**config.mk**
```make
export PLATFORM = sky130hd
export DESIGN_NAME = sram_ctrl
export DESIGN_NICKNAME = d
export VERILOG_FILES = /design/src/rtl/sram_ctrl_pkg.sv /design/src/rtl/sram_ctrl_rst_sync.sv /design/src/rtl/sram_ctrl_wait.sv /design/src/rtl/sram_ctrl_fsm.sv /design/src/rtl/sram_ctrl.sv
export SDC_FILE = /design/constraint.sdc
export NUM_CORES = 1
export LEC_CHECK = 0
export BUFFER_PORTS_ARGS = -buffer_cell sky130_fd_sc_hd__clkbuf_2
export CAP_MARGIN = 15
export CORE_MARGIN = 5
export CORE_UTILIZATION = 35
export CTS_BUF_LIST = sky130_fd_sc_hd__clkbuf_8
export CTS_CLUSTER_DIAMETER = 200
export DETAILED_ROUTE_END_ITERATION = 10
export PLACE_DENSITY = 0.62
export SYNTH_ARGS = -nofsm -noshare
export SYNTH_HDL_FRONTEND = slang
export SYNTH_SLANG_ARGS = --single-unit
```
**constraint.sdc**
```tcl
create_clock -name clk -period 2.7 [get_ports clk]
set_input_delay 0.675 -clock clk [delete_from_list [all_inputs] [get_ports clk]]
set_output_delay 0.675 -clock clk [all_outputs]
set_load 0.05 [all_outputs]
```
**src/rtl/sram_ctrl_pkg.sv**
```systemverilog
package sram_ctrl_pkg;

  typedef enum logic [2:0] {
    ST_IDLE,
    ST_READ,
    ST_WSETUP,
    ST_WHOLD,
    ST_WDRIVE
  } ctrl_state_e;

  // RAM access time per speed grade, ns
  function automatic int t_access_ns(input int grade);
    case (grade)
      0:       return 35;
      1:       return 55;
      default: return 70;
    endcase
  endfunction

  // minimum write strobe width, ns
  function automatic int t_strobe_ns(input int grade);
    case (grade)
      0:       return 25;
      1:       return 45;
      default: return 55;
    endcase
  endfunction

  // data valid before strobe end, ns
  function automatic int t_dsetup_ns(input int grade);
    case (grade)
      0:       return 20;
      1:       return 25;
      default: return 30;
    endcase
  endfunction

  // RAM output release after disable, ns
  function automatic int t_release_ns(input int grade);
    case (grade)
      0:       return 15;
      1:       return 20;
      default: return 25;
    endcase
  endfunction

  function automatic int ns_to_cyc(input int ns, input int period);
    int c;
    c = (ns + period - 1) / period;
    return (c < 1) ? 1 : c;
  endfunction

  function automatic int max2(input int a, input int b);
    return (a > b) ? a : b;
  endfunction

endpackage

```
**src/rtl/sram_ctrl_rst_sync.sv**
```systemverilog
module sram_ctrl_rst_sync #(
  parameter int STAGES = 2
) (
  input  logic clk,
  input  logic rst_n_in,
  output logic rst_n_out
);
  localparam int N = (STAGES < 2) ? 2 : STAGES;

  logic [N-1:0] sync_q;

  always_ff @(posedge clk or negedge rst_n_in) begin
    if (!rst_n_in) sync_q <= '0;
    else           sync_q <= {sync_q[N-2:0], 1'b1};
  end

  assign rst_n_out = sync_q[N-1];
endmodule

```
**src/rtl/sram_ctrl_wait.sv**
```systemverilog
module sram_ctrl_wait #(
  parameter int W = 4
) (
  input  logic         clk,
  input  logic         rst_n,
  input  logic         load,
  input  logic [W-1:0] load_val,
  output logic         done
);
  logic [W-1:0] cnt_q, cnt_d;

  always_comb begin
    cnt_d = cnt_q;
    if (load)             cnt_d = load_val;
    else if (cnt_q != '0) cnt_d = cnt_q - 1'b1;
  end

  always_ff @(posedge clk or negedge rst_n) begin
    if (!rst_n) cnt_q <= '0;
    else        cnt_q <= cnt_d;
  end

  assign done = (cnt_q == '0);
endmodule

```
**src/rtl/sram_ctrl_fsm.sv**
```systemverilog
module sram_ctrl_fsm
  import sram_ctrl_pkg::*;
#(
  parameter int ADDR_W  = 17,
  parameter int DATA_W  = 8,
  parameter int RD_CYC  = 4,
  parameter int DRV_CYC = 2,
  parameter int CNT_W   = 3
) (
  input  logic              clk,
  input  logic              rst_n,
  input  logic              req_valid,
  output logic              req_ready,
  input  logic              req_write,
  input  logic [ADDR_W-1:0] req_addr,
  input  logic [DATA_W-1:0] req_wdata,
  output logic              rd_valid,
  output logic [DATA_W-1:0] rd_data,
  input  logic              hz_done,
  output logic              hz_load,
  output logic [ADDR_W-1:0] ram_addr,
  output logic              ram_ce_n,
  output logic              ram_ce2,
  output logic              ram_we_n,
  output logic              ram_oe_n,
  output logic [DATA_W-1:0] ram_dq_out,
  output logic              ram_dq_oe,
  input  logic [DATA_W-1:0] ram_dq_in
);
  localparam logic [CNT_W-1:0] RD_LOAD  = CNT_W'(RD_CYC - 1);
  localparam logic [CNT_W-1:0] DRV_LOAD = CNT_W'(DRV_CYC - 1);

  ctrl_state_e state_q, state_d;
  logic              ph_load, ph_done;
  logic [CNT_W-1:0]  ph_val;
  logic              accept, capture;
  logic [ADDR_W-1:0] addr_q;
  logic [DATA_W-1:0] wdata_q, rdata_q;
  logic              rvalid_q;

  sram_ctrl_wait #(.W(CNT_W)) u_phase (
    .clk      (clk),
    .rst_n    (rst_n),
    .load     (ph_load),
    .load_val (ph_val),
    .done     (ph_done)
  );

  assign accept  = (state_q == ST_IDLE) && req_valid && rst_n;
  assign capture = (state_q == ST_READ) && ph_done;

  // next state
  always_comb begin
    state_d = state_q;
    ph_load = 1'b0;
    ph_val  = RD_LOAD;
    hz_load = 1'b0;
    case (state_q)
      ST_IDLE: if (accept) begin
        if (req_write) state_d = ST_WSETUP;
        else begin
          state_d = ST_READ;
          ph_load = 1'b1;
        end
      end
      ST_READ: if (ph_done) begin
        state_d = ST_IDLE;
        hz_load = 1'b1;
      end
      ST_WSETUP: state_d = ST_WHOLD;
      ST_WHOLD: if (hz_done) begin
        state_d = ST_WDRIVE;
        ph_load = 1'b1;
        ph_val  = DRV_LOAD;
      end
      ST_WDRIVE: if (ph_done) state_d = ST_IDLE;
      default: state_d = ST_IDLE;
    endcase
  end

  // registers
  always_ff @(posedge clk or negedge rst_n) begin
    if (!rst_n) begin
      state_q  <= ST_IDLE;
      addr_q   <= '0;
      wdata_q  <= '0;
      rdata_q  <= '0;
      rvalid_q <= 1'b0;
    end else begin
      state_q  <= state_d;
      rvalid_q <= capture;
      if (accept) begin
        addr_q  <= req_addr;
        wdata_q <= req_wdata;
      end
      if (capture) rdata_q <= ram_dq_in;
    end
  end

  assign req_ready  = (state_q == ST_IDLE) && rst_n;
  assign ram_addr   = addr_q;
  assign ram_ce_n   = (state_q == ST_IDLE);
  assign ram_ce2    = (state_q != ST_IDLE);
  assign ram_oe_n   = (state_q != ST_READ);
  assign ram_we_n   = !((state_q == ST_WHOLD) || (state_q == ST_WDRIVE));
  assign ram_dq_oe  = (state_q == ST_WDRIVE);
  assign ram_dq_out = wdata_q;
  assign rd_valid   = rvalid_q;
  assign rd_data    = rdata_q;

  // checks
  assert_idle_pins_R2: assert property (@(posedge clk) disable iff (!rst_n)
    req_ready |-> (ram_ce_n && !ram_ce2 && ram_we_n && ram_oe_n && !ram_dq_oe));
  assert_select_pair_R2: assert property (@(posedge clk) disable iff (!rst_n)
    ram_ce_n |-> !ram_ce2);
  assert_rd_pulse_R4: assert property (@(posedge clk) disable iff (!rst_n)
    rd_valid |=> !rd_valid);
  assert_rd_at_oe_rise_R4: assert property (@(posedge clk) disable iff (!rst_n)
    rd_valid |-> $rose(ram_oe_n));
  assert_addr_stable_R6: assert property (@(posedge clk) disable iff (!rst_n)
    (!ram_ce_n && $past(!ram_ce_n)) |-> $stable(ram_addr));
  assert_drive_in_strobe_R7: assert property (@(posedge clk) disable iff (!rst_n)
    ram_dq_oe |-> (!ram_we_n && $past(!ram_we_n)));
  assert_drive_release_R7: assert property (@(posedge clk) disable iff (!rst_n)
    $rose(ram_we_n) |-> !ram_dq_oe);
  assert_oe_off_in_write_R8: assert property (@(posedge clk) disable iff (!rst_n)
    !ram_we_n |-> ram_oe_n);
  assert_drive_after_release_R9: assert property (@(posedge clk) disable iff (!rst_n)
    ram_dq_oe |-> hz_done);
endmodule

```
**src/rtl/sram_ctrl.sv**
```systemverilog
module sram_ctrl
  import sram_ctrl_pkg::*;
#(
  parameter int ADDR_W        = 17,
  parameter int DATA_W        = 8,
  parameter int CLK_PERIOD_NS = 10,
  parameter int SPEED_GRADE   = 0,
  parameter int RST_STAGES    = 2
) (
  input  logic              clk,
  input  logic              rst_n,
  input  logic              req_valid,
  output logic              req_ready,
  input  logic              req_write,
  input  logic [ADDR_W-1:0] req_addr,
  input  logic [DATA_W-1:0] req_wdata,
  output logic              rd_valid,
  output logic [DATA_W-1:0] rd_data,
  output logic [ADDR_W-1:0] ram_addr,
  output logic              ram_ce_n,
  output logic              ram_ce2,
  output logic              ram_we_n,
  output logic              ram_oe_n,
  output logic [DATA_W-1:0] ram_dq_out,
  output logic              ram_dq_oe,
  input  logic [DATA_W-1:0] ram_dq_in
);
  localparam int RD_CYC  = ns_to_cyc(t_access_ns(SPEED_GRADE), CLK_PERIOD_NS);
  localparam int WP_CYC  = ns_to_cyc(t_strobe_ns(SPEED_GRADE), CLK_PERIOD_NS);
  localparam int DW_CYC  = ns_to_cyc(t_dsetup_ns(SPEED_GRADE), CLK_PERIOD_NS);
  localparam int HZ_CYC  = ns_to_cyc(t_release_ns(SPEED_GRADE), CLK_PERIOD_NS);
  // hold-off phase is at least one cycle, drive phase covers the rest
  localparam int DRV_CYC = max2(DW_CYC, WP_CYC - 1);
  localparam int CNT_W   = $clog2(max2(max2(RD_CYC, DRV_CYC), HZ_CYC) + 1);
  localparam logic [CNT_W-1:0] HZ_LOAD = CNT_W'(HZ_CYC - 1);

  logic rst_n_s;
  logic hz_load, hz_done;

  sram_ctrl_rst_sync #(.STAGES(RST_STAGES)) u_rst (
    .clk       (clk),
    .rst_n_in  (rst_n),
    .rst_n_out (rst_n_s)
  );

  // bus turnaround wait after a read
  sram_ctrl_wait #(.W(CNT_W)) u_turn (
    .clk      (clk),
    .rst_n    (rst_n_s),
    .load     (hz_load),
    .load_val (HZ_LOAD),
    .done     (hz_done)
  );

  sram_ctrl_fsm #(
    .ADDR_W  (ADDR_W),
    .DATA_W  (DATA_W),
    .RD_CYC  (RD_CYC),
    .DRV_CYC (DRV_CYC),
    .CNT_W   (CNT_W)
  ) u_fsm (
    .clk        (clk),
    .rst_n      (rst_n_s),
    .req_valid  (req_valid),
    .req_ready  (req_ready),
    .req_write  (req_write),
    .req_addr   (req_addr),
    .req_wdata  (req_wdata),
    .rd_valid   (rd_valid),
    .rd_data    (rd_data),
    .hz_done    (hz_done),
    .hz_load    (hz_load),
    .ram_addr   (ram_addr),
    .ram_ce_n   (ram_ce_n),
    .ram_ce2    (ram_ce2),
    .ram_we_n   (ram_we_n),
    .ram_oe_n   (ram_oe_n),
    .ram_dq_out (ram_dq_out),
    .ram_dq_oe  (ram_dq_oe),
    .ram_dq_in  (ram_dq_in)
  );
endmodule

```
## Yosys cells after proc, flatten, opt, wreduce, memory -nomap -nowiden

Index checks and enable logic that the tools add are counted.

| cells by class | value |
|---|---|
| add/subtract/negate cells | 2 |
| eq/ne operators | 8 |
| muxes and demuxes | 17 |
| reduce and logical (&&, ||, !) cells | 16 |

Operators by type and width:

| kind | number |
|---|---|
| 3-bit two-way mux | 8 |
| 3-bit case mux with 4 select lines | 1 |
| 3-bit logical NOT | 3 |
| 3-bit nonzero test | 3 |
| 3-bit by 2-bit equality test with 1-bit output (second input constant) | 2 |
| 3-bit by 1-bit subtractor with 3-bit output (second input constant) | 2 |
| 1-bit two-way mux | 5 |
| 1-bit logical AND | 4 |
| 2-bit two-way mux | 2 |
| 2-bit by 1-bit != test with 1-bit output (second input constant) | 2 |
| 2-bit nonzero test | 2 |
| 3-bit by 1-bit equality test with 1-bit output (second input constant) | 1 |
| 3-bit equality test (second input constant) | 1 |
| 3-bit by 1-bit != test with 1-bit output (second input constant) | 1 |
| 3-bit AND reduction | 1 |
| 2-bit != test (second input constant) | 1 |
| 1-bit case mux with 2 select lines | 1 |
| 2-bit OR reduction | 1 |
| 1-bit logical NOT | 1 |
| 1-bit logical OR | 1 |

| storage, ports and cells | value |
|---|---|
| register bits | 45 |
| logic and storage cells | 51 |

## Depth between registers and ports, before layout

Gate-level depths: netlist of the first run.

| depth | value |
|---|---|
| word-level depth | 6 |
| depth in mapped cells | 7 |

## Modules after synthesis

From an unflattened synthesis of the first run, not the netlist that was laid out.

| unflattened totals | value |
|---|---|
| cell total of the unflattened synthesis | 145 |
| area, all modules | 2,048.2 um^2 |

Modules (own cells, without submodules):

| module | times used | cells an instance | area each (um^2) | sequential area each (um^2) |
|---|---|---|---|---|
| sram_ctrl_fsm | 1 | 98 | 1,585.3 | 925.9 |
| sram_ctrl_wait at u_fsm.u_phase | 1 | 21 | 201.4 | 75.1 |
| sram_ctrl_wait at u_turn | 1 | 21 | 200.2 | 75.1 |
| sram_ctrl_rst_sync | 1 | 3 | 53.8 | 50.0 |
| sram_ctrl | 1 | 2 | 7.5 | 0.0 |

## Least setup slack after synthesis of the first run

OpenSTA, ideal clock, no wires.

| timing | value |
|---|---|
| path type | reg-to-output |
| from | reg u_fsm.state_q[1] |
| to | out ram_ce2 |
| arrival | 2.257 ns |
| required time | 2.025 ns |
| setup slack | -0.232 ns |
| stages on the path, launching flop included | 4 |
| cell sequence | dfrtp_1 > clkbuf_2 > nor3_1 > inv_1 |

| on the way | value |
|---|---|
| cells in the longest elaborated chain, start to end | 1 |

RTL lines:

| item | RTL line | text |
|---|---|---|
| start: declaration | sram_ctrl_fsm.sv:33 | `ctrl_state_e state_q, state_d;` |
| start signal: assignment | sram_ctrl_fsm.sv:90 | `state_q <= state_d;` |
| 3-bit nonzero test | sram_ctrl_fsm.sv:103 | `assign ram_ce2 = (state_q != ST_IDLE);` |
| end: declaration | sram_ctrl.sv:21 | `output logic ram_ce2,` |

No other way between the ends.

## Worst setup path after layout of the first run

| timing | value |
|---|---|
| from | reg u_fsm.state_q[2] |
| to | out req_ready |

| on the way | value |
|---|---|
| cells in the longest elaborated chain, start to end | 2 |

RTL lines:

| item | RTL line | text |
|---|---|---|
| 3-bit logical NOT | sram_ctrl_fsm.sv:100 | `assign req_ready = (state_q == ST_IDLE) && rst_n;` |
| 1-bit logical AND | sram_ctrl_fsm.sv:100 |  |
| end: declaration | sram_ctrl.sv:13 | `output logic req_ready,` |

No other way between the ends.

==> results of run 1 <==
-- path summary, 6_finish.rpt --
check / startpoint / endpoint / slack, ps
min in group clk: u_rst.sync_q[0] / u_rst.sync_q[1] / 360
setup / recovery: u_fsm.state_q[2] / req_ready / 550
max in group asynchronous: u_rst.sync_q[1] / u_fsm.ram_addr[12] / 1840
hold reg to reg: u_rst.sync_q[1] / u_fsm.state_q[1] / 120
hold / removal: u_rst.sync_q[1] / u_fsm.state_q[1] / 120
setup reg to reg: u_fsm.u_phase.cnt_q[0] / u_fsm.rd_data[0] / 800
-- synthesized netlist by cell type (2+ instances only) --
cell type / count
buf_2: 2
and3_1: 2
a21oi_1: 4
dfrtp_1: 45
nand2_1: 5
o21ai_0: 3
nand2b_1: 2
buf_6: 3
nor2_1: 5
mux2_2: 33
inv_1: 9
ha_1: 4
-- kinds of logic (layout without fill, tap and decap cells) --
logic type	Yosys count	in the layout
flops	45	45
mux	33	33
simple gates	24	24
buf+inv	16	95
compound gates	11	11
fa+ha+maj	4	4
xor+xnor	2	2
other cells	1	1
-- state kept, by name (all words and copies together), names as in the netlist --
signal,count
u_fsm.u_phase.cnt_q,3
u_fsm.ram_addr,17
u_fsm.state_q,3
u_fsm.rd_data,8
u_turn.cnt_q,3
u_fsm.ram_dq_out,8
u_rst.sync_q,2
u_fsm.rd_valid,1
-- per-stage QoR --
step	instance area [um2]	hold slack [ps]	setup slack, ps	util [%]	instances
2_1_floorplan	1871	331.2	131.9	-	136
3_3_place_gp	2302	118.8	790.4	44.79	277
3_5_place_dp	2302	121.7	759.3	44.79	277
4_1_cts	2410	130.8	530.1	46.88	285
5_1_grt	2410	124.2	456.8	46.88	285
6_report	2410	123.7	552.8	46.88	285
-- placed cells by master (no fill, tap or decap) --
| master | n |
|---|---|
| mux2_2 | 33 |
| inv_1 | 10 |
| clkbuf_8 | 5 |
| ha_1 | 4 |
| nor3_2 | 1 |
| o21a_1 | 1 |
| buf_4 | 2 |
| bufinv_16 | 1 |
| and2_1 | 1 |
| o211ai_1 | 1 |
| nor2_1 | 5 |
| nor4_4 | 1 |
| dfrtp_1 | 44 |
| or4_1 | 1 |
| nand2_1 | 5 |
| nand3b_1 | 1 |
| xor2_1 | 1 |
| or3_1 | 1 |
| a21oi_1 | 4 |
| clkinv_2 | 1 |
| dfrtp_2 | 1 |
| nand2b_1 | 2 |
| a211oi_1 | 1 |
| nor3b_1 | 1 |
| nand3_1 | 1 |
| or4b_1 | 1 |
| a21boi_0 | 1 |
| clkbuf_2 | 76 |
| and3_1 | 2 |
| nand4_1 | 1 |
| xnor2_1 | 1 |
| o21ai_0 | 3 |
| conb_1 | 1 |
-- layer usage --
metal / wire, um / part of all wire [%] / track usage, %
met5: 0 / 0 / 0
met1: 1651 / 46 / 13.84
met4: 27 / 0.74 / 3.120
met3: 209 / 5.8 / 4.356
met2: 1739 / 48 / 17.57
-- final cells by class --
class                      count  share of cell area [%]
clock buffer                   5                   2.856
clock inverter                 3                   1.610
inverter                       9                   1.402
multi-input combinational     75                   27.31
sequential                    45                   46.78
tap                           70                   3.634
timing repair buffer          78                   16.41
-- worst max-delay path, stage by stage, from the launching register on --
cell      delay, ps
dfrtp_1         500
nor3_2          260
and2_1          150
clkbuf_2        270
==> impl_metrics.env, run 1 <==
export IMPL_netlist_area_leader_share_pct=60.36
export IMPL_num_rows=26
export IMPL_htreeDepth=2
export IMPL_drc_errors=0
export IMPL_cts_tree="built"
export IMPL_netlist_area_mm2=0.001866
export IMPL_syn2layout_area_growth_pct=29.17
export IMPL_chipWidth_um=83.01
export IMPL_synth_top_family_by_area="multiplexers"
export IMPL_yosys_warnings=0
export IMPL_synth_cells=136
export IMPL_reg2reg_depth=5
export IMPL_crit_type="reg -> out"
export IMPL_cts_clk_slew_worst_paths_ps=90
export IMPL_ant_nets=0
export IMPL_seq_area_frac_synth_pct=60.36
export IMPL_die_area_mm2=0.006890
export IMPL_grt_pass1_vias=1361
export IMPL_cts_hold_buf=0
export IMPL_fillerInstances=513
export IMPL_vias=1271
export IMPL_post_cts_buffers=0
export IMPL_final_nets=255
export IMPL_cp_max_fo=10
export IMPL_cts_resized=0
export IMPL_ys_flop_type="dfrtp_1"
export IMPL_rsz0062_at_grt="false"
export IMPL_drv_slew=0
export IMPL_grt_pass1_wl_mm=6.244
export IMPL_clkSinkCount=45
export IMPL_hold_class="reg -> async"
export IMPL_vias_per_cell=4.460
export IMPL_cts_root_buffer="clkbuf_8"
export IMPL_multi_input_area_um2=658.1
export IMPL_worstPathArrival_ps=1470
export IMPL_synth_edff_count=0
export IMPL_synth_area_mux_share_pct=19.92
export IMPL_skew_ps=9.686
export IMPL_port_buffer_count=76
export IMPL_clk_latency_ps=290
export IMPL_antenna_found_initial=0
export IMPL_synth_nets=177
export IMPL_io_pins=77
export IMPL_die_y_um=83.01
export IMPL_critPathLaunchType="flop"
export IMPL_coreArea_mm2=0.005140
export IMPL_syn_avg_cell_area_um2=13.72
export IMPL_yosys_top_cells_area="dfrtp_1, mux2_2, ha_1, inv_1, buf_6"
export IMPL_max_freq_mhz=465.7
export IMPL_min_period_ps=2147
export IMPL_place_gp_congestion=0.7767
export IMPL_drt_iter0_drc=49
export IMPL_dr_pass1_iters=3
export IMPL_overflow=0
export IMPL_wirelength_mm=3.627
export IMPL_synth_seq_cells=45
export IMPL_synthArstFlopShare_pct=100.0
export IMPL_cts_buffers=5
export IMPL_initial_utilization_pct=36.30
export IMPL_setup_viol=0
export IMPL_dp_hpwl_mm=2.679
export IMPL_synthSimpleGateAreaFrac_pct=7.780
export IMPL_synth_compound_area_share_pct=3.488
export IMPL_cap_violations=0
export IMPL_worst_ep_required_time_ps=2030
export IMPL_finalHoldViolations=0
export IMPL_run_status="completed"
export IMPL_setup_tns_ps=0
export IMPL_synth_cell_type_count=31
export IMPL_synth_fa_ha_area_share_pct=2.683
export IMPL_regArea_mm2=0.001127
export IMPL_end_kind="primary output"
export IMPL_post_drt_wl_per_cell_um=12.73
export IMPL_grt_max_degree=38
export IMPL_period_share_pct=79.52
export IMPL_yosys_area_top_type="dfrtp_1"
export IMPL_antenna_cells=0
export IMPL_drive_gt1_share_pct=56.28
export IMPL_clk_path_buf_depth=2
export IMPL_synth_xor_area_share_pct=0.9390
export IMPL_grt_use_total_pct=11.02
Power of run 1 is not shown: default switching activity piles up to over one toggle a cycle in this logic, so the estimate is an artifact.
==> inputs of run 2 (changes only) <==
- PLACE_DENSITY: 0.62 -> 0.65
- clock period: 2.7 -> 1.75 ns (I/O delays scaled with it)
==> impl_metrics.env, run 2 (same netlist as run 1, synthesis figures left out) <==
export IMPL_cts_root_buffer="clkbuf_8"
export IMPL_cts_tree="built"
export IMPL_vias_per_cell=4.481
export IMPL_max_freq_mhz=570.7
export IMPL_clk_path_buf_depth=2
export IMPL_vias=1331
export IMPL_die_y_um=83.01
export IMPL_coreArea_mm2=0.005140
export IMPL_num_rows=26
export IMPL_r2r_start="u_fsm.state_q[1]"
export IMPL_post_drt_wl_per_cell_um=13.35
export IMPL_cp_max_fo=5
export IMPL_grt_max_degree=20
export IMPL_drt_iter0_drc=19
export IMPL_antenna_cells=0
export IMPL_setup_viol=1
export IMPL_cts_clk_slew_worst_paths_ps=80
export IMPL_final_common_cell="clkbuf_2"
export IMPL_skew_ps=4.333
export IMPL_end_kind="primary output"
export IMPL_holdWs_ps=310.7
export IMPL_drv_slew=0
export IMPL_cts_buffers=5
export IMPL_grt_pass1_wl_mm=6.768
export IMPL_drive_gt1_share_pct=61.67
export IMPL_clk_latency_ps=290
export IMPL_chipWidth_um=83.01
export IMPL_layout_common_cells="clkbuf_2, dfrtp_1, mux2_4, mux2_2, buf_4"
export IMPL_finalHoldViolations=0
export IMPL_violations="negative setup slack"
export IMPL_port_buffer_count=76
export IMPL_cap_violations=0
export IMPL_rsz0062_at_grt="true"
export IMPL_antenna_found_initial=0
export IMPL_min_period_ps=1752
export IMPL_critPathLaunchType="flop"
export IMPL_overflow=0
export IMPL_reg2reg_depth=4
export IMPL_final_cells=297
export IMPL_dp_hpwl_mm=3.093
export IMPL_ant_nets=0
export IMPL_final_nets=267
export IMPL_period_share_pct=100.1
export IMPL_io_pins=77
export IMPL_htreeDepth=2
export IMPL_wirelength_mm=3.966
export IMPL_setup_ws_ps=-2.135
export IMPL_worstPathArrival_ps=1310
export IMPL_reg2reg_slack_ps=100
export IMPL_place_gp_congestion=0.7575
export IMPL_dr_pass1_iters=4
export IMPL_final_util_pct=51.73
export IMPL_pre_cts_ws_ps=122.5
export IMPL_grt_pass1_vias=1465
export IMPL_clkSinkCount=45
export IMPL_initial_utilization_pct=36.30
export IMPL_run_status="finished with violations"
export IMPL_crit_type="reg -> out"
export IMPL_dp_cells=285
export IMPL_largest_reg_flops=17
export IMPL_grt_use_total_pct=11.90
export IMPL_drc_errors=0
export IMPL_hold_class="reg -> async"
export IMPL_worst_ep_required_time_ps=1310
export IMPL_syn2layout_area_growth_pct=42.52
export IMPL_r2r_end="u_fsm.ram_dq_out[3]"
export IMPL_die_area_mm2=0.006890
[run 2: per-stage QoR]
step | TNS, ps | area [um2]
after global routing | -142.5 | 2659
after CTS | -19.84 | 2648
after floorplan | -1311 | 1966
after detailed placement | 0 | 2455
after global placement | 0 | 2455
final | -2.135 | 2659
[run 2: critical path, cell delays in order, from the launching register on]
cell and delay (ps):
dfrtp_2 480, nor3_4 210, and2_4 180, clkbuf_16 150
[run 2: how the worst max path moves through the flow]
stage	start	end	cells past startpoint
2_1_floorplan	u_fsm.state_q[1]	req_ready	3
6_report	u_fsm.state_q[2]	req_ready	3
4_1_cts	u_fsm.state_q[0]	req_ready	3
3_3_place_gp	u_fsm.state_q[2]	req_ready	3
5_1_grt	u_fsm.state_q[1]	ram_we_n	4
3_5_place_dp	u_fsm.state_q[2]	req_ready	3
[run 2: layout make-up]
| type | count | area, um2 |
|---|---|---|
| sequential | 45 | 1134 |
| clock buffer | 5 | 68.82 |
| clock inverter | 3 | 46.29 |
| multi-input combinational | 75 | 754.5 |
| inverter | 9 | 33.78 |
| fill | 476 | 2481 |
| timing repair buffer | 90 | 534.3 |
| tap | 70 | 87.58 |
[run 2: repair_timing]
action                                  in CTS  in global routing
endpoints found under the setup margin       6                  5
hold buffers                                 1                  0
cloned                                       0                  0
buffers inserted                             3                  0
endpoints found under the hold margin        2                  0
pin swaps                                    1                  1
resized for setup                           11                  8
[run 2: routing by layer]
layer | global-route usage (%) | part of all wire [%] | up-vias
met2 | 18.66 | 47 | 53
met4 | 5.052 | 1.6 | 0
met3 | 4.455 | 8.1 | 7
met5 | 0 | 0 | -
li1 | - | - | 646
met1 | 14.69 | 44 | 625
Power of run 2 is left out for the same reason.
